### config.mk
export PLATFORM = sky130hd
export DESIGN_NAME = quad_plane_tracker
export DESIGN_NICKNAME = d
export VERILOG_FILES = /design/src/rtl/qpt_pkg.sv /design/src/rtl/qpt_cluster.sv /design/src/rtl/qpt_geom.sv /design/src/rtl/qpt_view.sv /design/src/rtl/qpt_decide.sv /design/src/rtl/quad_plane_tracker.sv
export SDC_FILE = /design/constraint.sdc
export NUM_CORES = 2
export LEC_CHECK = 0
export ABC_AREA = 1
export CORE_UTILIZATION = 65
export CTS_CLUSTER_DIAMETER = 80
export CTS_CLUSTER_SIZE = 28
export DETAILED_ROUTE_END_ITERATION = 7
export DONT_BUFFER_PORTS = 1
export PLACE_DENSITY = 0.86
export SYNTH_ARGS = -nofsm -noshare
export SYNTH_HDL_FRONTEND = slang
export SYNTH_SLANG_ARGS = --single-unit
### constraint.sdc
create_clock -name clk -period 22.8 [get_ports clk]
set_clock_uncertainty 0.1 [all_clocks]
set_input_delay 1.14 -clock clk [delete_from_list [all_inputs] [get_ports clk]]
set_output_delay 1.14 -clock clk [all_outputs]
set_load 0.01 [all_outputs]
### src/rtl/qpt_pkg.sv
package qpt_pkg;

    localparam int NPLANE = 4;
    localparam int PL_W   = 2;
    localparam int FX_W   = 40;

    typedef logic signed [FX_W-1:0] fx_t;

    typedef struct packed {
        fx_t slope;
        fx_t icpt;
    } track_t;

    typedef enum logic [1:0] {
        S_COLLECT = 2'd0,
        S_SEARCH  = 2'd1,
        S_FINISH  = 2'd2
    } vstate_t;

    // rounded num * 2^frac / den, evaluated at elaboration
    function automatic longint ratio_fx(input longint num, input longint den, input int frac);
        return ((num <<< frac) + den / 2) / den;
    endfunction

    function automatic fx_t fx_abs(input fx_t v);
        return (v < 0) ? -v : v;
    endfunction

endpackage

### src/rtl/qpt_cluster.sv
module qpt_cluster #(
    parameter int STRIP_W = 10,
    parameter int MAX_CL  = 4,
    localparam int POS_W  = STRIP_W + 1,
    localparam int CL_CW  = $clog2(MAX_CL + 1),
    localparam int IDX_W  = (MAX_CL > 1) ? $clog2(MAX_CL) : 1
) (
    input  logic               clk,
    input  logic               rst,
    input  logic               clear,
    input  logic               hit_en,
    input  logic [STRIP_W-1:0] strip,
    input  logic               flush,
    input  logic [IDX_W-1:0]   rd_idx,
    output logic [POS_W-1:0]   rd_pos,
    output logic [CL_CW-1:0]   count,
    output logic               ovf
);
    logic [STRIP_W-1:0] first_s, last_s;
    logic               run_open;
    logic [POS_W-1:0]   store [MAX_CL];
    logic [POS_W-1:0]   run_pos;
    logic               adjacent;

    assign run_pos  = {1'b0, first_s} + {1'b0, last_s};
    assign adjacent = run_open && ({1'b0, strip} == ({1'b0, last_s} + 1'b1));
    assign rd_pos   = store[rd_idx];

    always_ff @(posedge clk) begin
        if (rst || clear) begin
            run_open <= 1'b0;
            count    <= '0;
            ovf      <= 1'b0;
            first_s  <= '0;
            last_s   <= '0;
        end else if (hit_en) begin
            if (adjacent) begin
                last_s <= strip;
            end else begin
                if (run_open) begin
                    if (count == CL_CW'(MAX_CL)) ovf <= 1'b1;
                    else begin
                        store[count[IDX_W-1:0]] <= run_pos;
                        count <= count + 1'b1;
                    end
                end
                first_s  <= strip;
                last_s   <= strip;
                run_open <= 1'b1;
            end
        end else if (flush && run_open) begin
            if (count == CL_CW'(MAX_CL)) ovf <= 1'b1;
            else begin
                store[count[IDX_W-1:0]] <= run_pos;
                count <= count + 1'b1;
            end
            run_open <= 1'b0;
        end
    end

    AST_CNT_BOUND: assert property (@(posedge clk) disable iff (rst)
        count <= CL_CW'(MAX_CL));
    AST_SORTED_STRIPS: assert property (@(posedge clk) disable iff (rst)
        (hit_en && run_open) |-> (strip > last_s));

endmodule

### src/rtl/qpt_geom.sv
module qpt_geom import qpt_pkg::*; #(
    parameter int STRIP_W  = 10,
    parameter int PITCH_UM = 50,
    parameter int GAP_UM   = 38000,
    parameter int TGT_UM   = 60000,
    parameter int WIN_UM   = 50,
    parameter int ACC_UM   = 1000,
    parameter int FRAC     = 16,
    localparam int POS_W   = STRIP_W + 1
) (
    input  logic [POS_W-1:0] u1,
    input  logic [POS_W-1:0] u2,
    input  logic [POS_W-1:0] u3,
    input  logic [POS_W-1:0] u4,
    output logic             accept,
    output track_t           trk
);
    localparam fx_t K_ICPT  = fx_t'(ratio_fx(longint'(TGT_UM), 3 * longint'(GAP_UM), FRAC));
    localparam fx_t K_SLOPE = fx_t'(ratio_fx(1000, 3 * longint'(GAP_UM), FRAC));
    localparam int  WIN_HS  = (2 * WIN_UM) / PITCH_UM;
    localparam fx_t RES_LIM = fx_t'(3 * WIN_HS);
    localparam fx_t ACC_LIM = fx_t'(longint'((2 * ACC_UM) / PITCH_UM) <<< FRAC);

    fx_t a1, a2, a3, a4, d, r2, r3, icpt;

    always_comb begin
        a1   = {{(FX_W-POS_W){1'b0}}, u1};
        a2   = {{(FX_W-POS_W){1'b0}}, u2};
        a3   = {{(FX_W-POS_W){1'b0}}, u3};
        a4   = {{(FX_W-POS_W){1'b0}}, u4};
        d    = a4 - a1;
        r2   = (a2 + a2 + a2) - (a1 + a1 + a4);
        r3   = (a3 + a3 + a3) - (a1 + a4 + a4);
        icpt = (a1 <<< FRAC) - K_ICPT * d;
        trk.slope = K_SLOPE * d;
        trk.icpt  = icpt;
        accept = (fx_abs(r2) <= RES_LIM) && (fx_abs(r3) <= RES_LIM) && (fx_abs(icpt) < ACC_LIM);
    end

endmodule

### src/rtl/qpt_view.sv
module qpt_view import qpt_pkg::*; #(
    parameter int STRIP_W  = 10,
    parameter int MAX_CL   = 4,
    parameter int PITCH_UM = 50,
    parameter int GAP_UM   = 38000,
    parameter int TGT_UM   = 60000,
    parameter int WIN_UM   = 50,
    parameter int ACC_UM   = 1000,
    parameter int FRAC     = 16,
    localparam int POS_W   = STRIP_W + 1,
    localparam int CL_CW   = $clog2(MAX_CL + 1),
    localparam int IDX_W   = (MAX_CL > 1) ? $clog2(MAX_CL) : 1,
    localparam int CNT_W   = $clog2(MAX_CL**4 + 1)
) (
    input  logic               clk,
    input  logic               rst,
    input  logic               hit_valid,
    input  logic [PL_W-1:0]    hit_plane,
    input  logic [STRIP_W-1:0] hit_strip,
    input  logic               evt_end,
    output logic               trk_valid,
    output track_t             trk,
    output logic               vdone,
    output logic [CNT_W-1:0]   vcount,
    output logic               vovf
);
    localparam fx_t ACC_LIM = fx_t'(longint'((2 * ACC_UM) / PITCH_UM) <<< FRAC);

    vstate_t            state;
    logic [IDX_W-1:0]   idx  [NPLANE];
    logic [IDX_W-1:0]   nidx [NPLANE];
    logic [CL_CW-1:0]   cnt  [NPLANE];
    logic [POS_W-1:0]   pos  [NPLANE];
    logic [NPLANE-1:0]  ovf, empty;
    logic               last_combo, abort, acc;
    logic [CNT_W-1:0]   tcount;
    track_t             gtrk;

    for (genvar p = 0; p < NPLANE; p++) begin : g_plane
        qpt_cluster #(.STRIP_W(STRIP_W), .MAX_CL(MAX_CL)) u_cl (
            .clk    (clk),
            .rst    (rst),
            .clear  (state == S_FINISH),
            .hit_en (hit_valid && (hit_plane == PL_W'(p)) && (state == S_COLLECT)),
            .strip  (hit_strip),
            .flush  (evt_end && (state == S_COLLECT)),
            .rd_idx (idx[p]),
            .rd_pos (pos[p]),
            .count  (cnt[p]),
            .ovf    (ovf[p])
        );
        assign empty[p] = (cnt[p] == '0);
    end

    assign abort = (|ovf) || (|empty);

    // odometer: plane 4 index fastest, plane 1 index slowest
    always_comb begin
        logic carry;
        carry = 1'b1;
        for (int p = NPLANE - 1; p >= 0; p--) begin
            nidx[p] = idx[p];
            if (carry) begin
                if ((CL_CW'(idx[p]) + CL_CW'(1)) == cnt[p]) nidx[p] = '0;
                else begin
                    nidx[p] = idx[p] + 1'b1;
                    carry   = 1'b0;
                end
            end
        end
        last_combo = carry;
    end

    qpt_geom #(
        .STRIP_W(STRIP_W), .PITCH_UM(PITCH_UM), .GAP_UM(GAP_UM), .TGT_UM(TGT_UM),
        .WIN_UM(WIN_UM), .ACC_UM(ACC_UM), .FRAC(FRAC)
    ) u_geom (
        .u1(pos[0]), .u2(pos[1]), .u3(pos[2]), .u4(pos[3]),
        .accept(acc), .trk(gtrk)
    );

    always_ff @(posedge clk) begin
        if (rst) begin
            state     <= S_COLLECT;
            trk_valid <= 1'b0;
            trk       <= '0;
            vdone     <= 1'b0;
            vcount    <= '0;
            vovf      <= 1'b0;
            tcount    <= '0;
            for (int p = 0; p < NPLANE; p++) idx[p] <= '0;
        end else begin
            trk_valid <= 1'b0;
            vdone     <= 1'b0;
            case (state)
                S_COLLECT: if (evt_end) begin
                    state  <= S_SEARCH;
                    tcount <= '0;
                    for (int p = 0; p < NPLANE; p++) idx[p] <= '0;
                end
                S_SEARCH: if (abort) begin
                    state <= S_FINISH;
                end else begin
                    trk_valid <= acc;
                    trk       <= gtrk;
                    if (acc) tcount <= tcount + 1'b1;
                    for (int p = 0; p < NPLANE; p++) idx[p] <= nidx[p];
                    if (last_combo) state <= S_FINISH;
                end
                S_FINISH: begin
                    vdone  <= 1'b1;
                    vcount <= tcount;
                    vovf   <= |ovf;
                    state  <= S_COLLECT;
                end
                default: state <= S_COLLECT;
            endcase
        end
    end

    AST_QUIET_SEARCH: assert property (@(posedge clk) disable iff (rst)
        (state != S_COLLECT) |-> (!hit_valid && !evt_end));
    AST_TRK_FROM_SEARCH: assert property (@(posedge clk) disable iff (rst)
        trk_valid |-> ($past(state) == S_SEARCH));
    AST_TRK_IN_WINDOW: assert property (@(posedge clk) disable iff (rst)
        trk_valid |-> (fx_abs(trk.icpt) < ACC_LIM));
    AST_ABORT_SILENT: assert property (@(posedge clk) disable iff (rst)
        (vdone && vovf) |-> (vcount == '0));
    AST_DONE_PULSE: assert property (@(posedge clk) disable iff (rst)
        vdone |=> !vdone);

endmodule

### src/rtl/qpt_decide.sv
module qpt_decide #(
    parameter int CNT_W   = 9,
    parameter int MIN_TRK = 4
) (
    input  logic             clk,
    input  logic             rst,
    input  logic             vdone_x,
    input  logic [CNT_W-1:0] vcount_x,
    input  logic             vovf_x,
    input  logic             vdone_y,
    input  logic [CNT_W-1:0] vcount_y,
    input  logic             vovf_y,
    output logic             evt_done,
    output logic             evt_pass,
    output logic             evt_error,
    output logic [CNT_W-1:0] x_ntrk,
    output logic [CNT_W-1:0] y_ntrk
);
    logic             got_x, got_y, ox_q, oy_q, ox_now, oy_now, both;
    logic [CNT_W-1:0] cx_q, cy_q, cx_now, cy_now;

    assign cx_now = vdone_x ? vcount_x : cx_q;
    assign cy_now = vdone_y ? vcount_y : cy_q;
    assign ox_now = vdone_x ? vovf_x : ox_q;
    assign oy_now = vdone_y ? vovf_y : oy_q;
    assign both   = (got_x || vdone_x) && (got_y || vdone_y);

    always_ff @(posedge clk) begin
        if (rst) begin
            got_x <= 1'b0; got_y <= 1'b0;
            ox_q  <= 1'b0; oy_q  <= 1'b0;
            cx_q  <= '0;   cy_q  <= '0;
            evt_done <= 1'b0; evt_pass <= 1'b0; evt_error <= 1'b0;
            x_ntrk   <= '0;   y_ntrk   <= '0;
        end else begin
            evt_done <= 1'b0;
            if (both) begin
                evt_done  <= 1'b1;
                x_ntrk    <= cx_now;
                y_ntrk    <= cy_now;
                evt_error <= ox_now || oy_now;
                evt_pass  <= !(ox_now || oy_now) && (cx_now >= CNT_W'(MIN_TRK))
                             && (cy_now >= CNT_W'(MIN_TRK));
                got_x <= 1'b0;
                got_y <= 1'b0;
            end else begin
                if (vdone_x) begin got_x <= 1'b1; cx_q <= vcount_x; ox_q <= vovf_x; end
                if (vdone_y) begin got_y <= 1'b1; cy_q <= vcount_y; oy_q <= vovf_y; end
            end
        end
    end

    AST_PASS_NEEDS_BOTH: assert property (@(posedge clk) disable iff (rst)
        evt_pass |-> ((x_ntrk >= CNT_W'(MIN_TRK)) && (y_ntrk >= CNT_W'(MIN_TRK))));
    AST_ERROR_FAILS: assert property (@(posedge clk) disable iff (rst)
        evt_error |-> !evt_pass);

endmodule

### src/rtl/quad_plane_tracker.sv
module quad_plane_tracker import qpt_pkg::*; #(
    parameter int STRIP_W  = 10,
    parameter int MAX_CL   = 4,
    parameter int PITCH_UM = 50,
    parameter int GAP_UM   = 38000,
    parameter int TGT_UM   = 60000,
    parameter int WIN_UM   = 50,
    parameter int ACC_UM   = 1000,
    parameter int FRAC     = 16,
    parameter int MIN_TRK  = 4,
    localparam int CNT_W   = $clog2(MAX_CL**4 + 1)
) (
    input  logic                   clk,
    input  logic                   rst,
    input  logic                   hit_valid,
    input  logic                   hit_view,
    input  logic [1:0]             hit_plane,
    input  logic [STRIP_W-1:0]     hit_strip,
    input  logic                   evt_end,
    output logic                   trk_x_valid,
    output logic signed [FX_W-1:0] trk_x_slope,
    output logic signed [FX_W-1:0] trk_x_icpt,
    output logic                   trk_y_valid,
    output logic signed [FX_W-1:0] trk_y_slope,
    output logic signed [FX_W-1:0] trk_y_icpt,
    output logic                   evt_done,
    output logic                   evt_pass,
    output logic                   evt_error,
    output logic [CNT_W-1:0]       x_ntrk,
    output logic [CNT_W-1:0]       y_ntrk
);
    logic             vdone [2];
    logic             vovf  [2];
    logic [CNT_W-1:0] vcnt  [2];
    logic             tval  [2];
    track_t           vtrk  [2];

    for (genvar v = 0; v < 2; v++) begin : g_view
        qpt_view #(
            .STRIP_W(STRIP_W), .MAX_CL(MAX_CL), .PITCH_UM(PITCH_UM), .GAP_UM(GAP_UM),
            .TGT_UM(TGT_UM), .WIN_UM(WIN_UM), .ACC_UM(ACC_UM), .FRAC(FRAC)
        ) u_view (
            .clk       (clk),
            .rst       (rst),
            .hit_valid (hit_valid && (hit_view == 1'(v))),
            .hit_plane (hit_plane),
            .hit_strip (hit_strip),
            .evt_end   (evt_end),
            .trk_valid (tval[v]),
            .trk       (vtrk[v]),
            .vdone     (vdone[v]),
            .vcount    (vcnt[v]),
            .vovf      (vovf[v])
        );
    end

    assign trk_x_valid = tval[0];
    assign trk_x_slope = vtrk[0].slope;
    assign trk_x_icpt  = vtrk[0].icpt;
    assign trk_y_valid = tval[1];
    assign trk_y_slope = vtrk[1].slope;
    assign trk_y_icpt  = vtrk[1].icpt;

    qpt_decide #(.CNT_W(CNT_W), .MIN_TRK(MIN_TRK)) u_decide (
        .clk      (clk),
        .rst      (rst),
        .vdone_x  (vdone[0]),
        .vcount_x (vcnt[0]),
        .vovf_x   (vovf[0]),
        .vdone_y  (vdone[1]),
        .vcount_y (vcnt[1]),
        .vovf_y   (vovf[1]),
        .evt_done (evt_done),
        .evt_pass (evt_pass),
        .evt_error(evt_error),
        .x_ntrk   (x_ntrk),
        .y_ntrk   (y_ntrk)
    );

endmodule

==> summary.txt <==
Global routing
  – First-pass GRT wire length: 237000 µm
  – Total grt overflow: 0
  – Largest net degree at the start of global routing: 79
  – Total Routing Usage GR: 0.317
  – Initial antenna violation count: 0
  – Vias in the first global route: 46300

Run
  – Max Cap Viol: 0

CTS
  – Clk root buf: clkbuf_16
  – Reg clk slew, reported paths: 0.10 ns
  – Deepest clock path buffer count: 3
  – Skew-Pair Late Insertion Delay: 0.69 ns
  – Clock sinks: 813
  – Total CTS buffers: 43
  – CTS Hold Bufs: 0
  – Setup Fix Bufs, Post-CTS: 0
  – Htree depth: 2
  – CTS tree: built
  – Post_cts resized: 0

Logic synthesis
  – Synth area leaders: edfxtp_1, dfxtp_1, ha_1
  – Synth top cells by count: nand2_1, inv_1, ha_1
  – Register area share after synthesis: 0.336
  – Most common cell in the netlist: nand2_1
  – Mapped Area: 59400 µm²
  – Post-synthesis async set-or-reset flop share: 0
  – Post-Synthesis Cells: 7105
  – Ys Warns: 0
  – #FFs+latches synth: 813
  – Primary FF master, synth: dfxtp_1
  – Synth top area share: 0.184
  – Mapped Avg Cell Area: 8.36 µm²
  – Synth cell types: 66
  – Post-synth EDFFs: 364
  – Mapped Nets: 8038
  – Yosys top cell by area: edfxtp_1

Setup path
  – Slowest-stage cell, CP: edfxtp_1
  – CP required: 23.32 ns
  – Endpoint type of the worst setup path: flop
  – FF-to-FF setup slack: 11.73 ns
  – CP bufs+invs: 6
  – Element type at the critical path start: flop
  – Reg-to-reg critical path endpoint: g_view[1].u_view.tcount[8]
  – Worst r2r src: g_view[1].u_view.idx[3][0]
  – Cell mode on critical path: nand2_1
  – WP depth: 43
  – Critical path class: reg -> reg
  – Top delay family on crit path: adder cells
  – CP startpoint: g_view[1].u_view.idx[3][0]
  – FF-to-FF path depth: 43
  – Critical Path AT: 11.58 ns
  – Worst Setup EP: g_view[1].u_view.tcount[8]
  – CP max FO: 26
  – Largest stage delay on the critical path: 0.91 ns

Timing
  – Min Clock Period, post-route: 11.07 ns
  – Period utilization: 0.485
  – Final Hold Vio Count: 0
  – RSZ-0062 raised after global routing: false
  – Final-report max-slew violation count: 0
  – Worst slew pin tran: 1.20 ns
  – Final WS setup: 11.73 ns
  – TNS Setup: 0 ns
  – Final count of negative-setup-slack endpoints: 0
  – Max Freq: 90.4 MHz
  – Slew margin rel.: 0.200

Cells and area
  – Sequential cell area: 19900 µm²
  – Antenna cells: 0
  – Final Cell Area: 61900 µm²
  – Area Overhead vs Synth: 4.33%
  – Multi-input gate area: 34400 µm²
  – Fill count: 6989
  – Finished Layout Cells: 8213
  – Nets: 7936
  – Layout cells sized above 1: 0.0338

Drt
  – WL per Instance: 18.0 µm
  – DRT antenna net count: 0
  – DR pass1 iterations: 8
  – Starting DRT DRC Count: 4066
  – Post-Route WL: 148000 µm
  – Number of remaining DRC errors: 0
  – Vias/cell: 5.79
  – Routed via count: 47600

Floorplanning
  – DIE WIDTH: 304 µm
  – Starting Density: 0.658
  – Io pins: 200
  – Die H: 304 µm
  – Core footprint: 90300 µm²
  – Rows: 110
  – Full die area: 92600 µm²

Hold path
  – Path type of the worst min-delay path: reg -> reg

Place
  – Place WS: 11.91 ns
  – IO buf count: 0
  – DP Area: 60400 µm²
  – Placer congestion estimate: 0.964
  – Final HPWL DP: 115000 µm
  – Inst Count DP: 8134

Run status
  – Status: finished, final reports clean
[sequential cells by signal, indices dropped and copies added (netlist names), 2 cells and up]
signal and count:
g_view.u_view.g_plane.u_cl.ovf 8, g_view.u_view.idx 16, g_view.u_view.vcount 18, g_view.u_view.trk_valid 2, g_view.u_view.g_plane.u_cl.run_open 8, g_view.u_view.g_plane.u_cl.count 24
g_view.u_view.state 4, g_view.u_view.vovf 2, u_decide.cx_q 9, u_decide.x_ntrk 9, u_decide.y_ntrk 9, g_view.u_view.g_plane.u_cl.last_s 80
g_view.u_view.g_plane.u_cl.store 352, g_view.u_view.g_plane.u_cl.first_s 80, u_decide.cy_q 9, g_view.u_view.vdone 2, g_view.u_view.trk 156, g_view.u_view.tcount 18
[final cells by class]
| cell class | instances | area share |
|---|---|---|
| clock inverter | 21 | 0.00624 |
| timing repair buffer | 33 | 0.00400 |
| tap | 1176 | 0.0238 |
| inverter | 1172 | 0.0710 |
| clock buffer | 58 | 0.0186 |
| sequential | 813 | 0.322 |
| multi-input combinational | 4940 | 0.555 |
[worst min-delay path, stage by stage, from the launching register on]
cell and delay [ns]:
dfxtp_1 0.33, nand2_1 0.05, o21ai_0 0.05
[stage by stage]
step                      hold WS [ns]   util
after detailed placement         0.340  0.669
after floorplan                  0.323      -
after CTS                        0.365  0.686
after global placement           0.333  0.669
final                            0.362  0.686
after global routing             0.384  0.686
[logic make-up after synthesis]
group                      count (synthesis)  share of synthesized area
xor gates and xnor gates                 338                     0.0511
DFF                                      813                      0.336
adders and majority gates                916                      0.233
muxes                                      5                   0.000843
buffers and inverters                   1352                     0.0862
AOI/OAI and AO/OA                       1146                      0.114
and+or+nand+nor                         2535                      0.179
[how the worst min path moves through the flow]
stage	from	end	slack, ns	depth (start not counted)
after floorplan	u_decide.cx_q[0]	u_decide.cx_q[0]	0.32	2
after global placement	u_decide.cx_q[2]	u_decide.cx_q[2]	0.33	2
after detailed placement	u_decide.cx_q[7]	u_decide.cx_q[7]	0.34	2
after CTS	u_decide.cx_q[7]	u_decide.cx_q[7]	0.37	2
after global routing	rst	g_view[1].u_view.tcount[6]	0.38	1
final	u_decide.cx_q[1]	u_decide.cx_q[1]	0.36	2
[layer usage]
metal  vias to the layer above  global-route usage  share of wire  wire, µm
met3                       339              0.0541          0.077     11300
met2                      1735               0.526           0.47     68700
met1                     22500               0.413           0.42     62000
li1                      23000                   -              -         -
met5                         -                   0              0         0
met4                         0               0.122          0.039      5690
[cell usage in the layout, fill, tap and decap left out, drive strengths merged, types with 4 or more instances in the layout]
master | Yosys | layout
nand3 | 311 | 311
nand2 | 1435 | 1435
mux2i | 5 | 5
edfxtp | 364 | 364
clkinv | 12 | 18
and2 | 9 | 9
o21a | 8 | 8
a31oi | 19 | 19
a21oi | 388 | 388
nor3 | 72 | 72
a22o | 8 | 8
o2111ai | 5 | 5
a32o | 19 | 19
ha | 598 | 598
buf | 30 | 33
clkbuf | 150 | 58
or2 | 17 | 17
nor4 | 9 | 9
and3 | 5 | 5
nor2 | 586 | 586
xnor2 | 101 | 101
dfxtp | 449 | 449
nand4 | 65 | 65
a32oi | 46 | 46
o211ai | 25 | 25
a2111oi | 4 | 4
fa | 318 | 318
a211oi | 124 | 124
a21boi | 8 | 8
o22ai | 42 | 42
inv | 1160 | 1172
a21o | 14 | 14
o21bai | 38 | 38
a221oi | 9 | 9
xor2 | 237 | 237
o21ai | 380 | 380
nand3b | 22 | 22
o31ai | 5 | 5
Power is not shown: default switching activity piles up to over one toggle a cycle in this logic, so the estimate is an artifact.
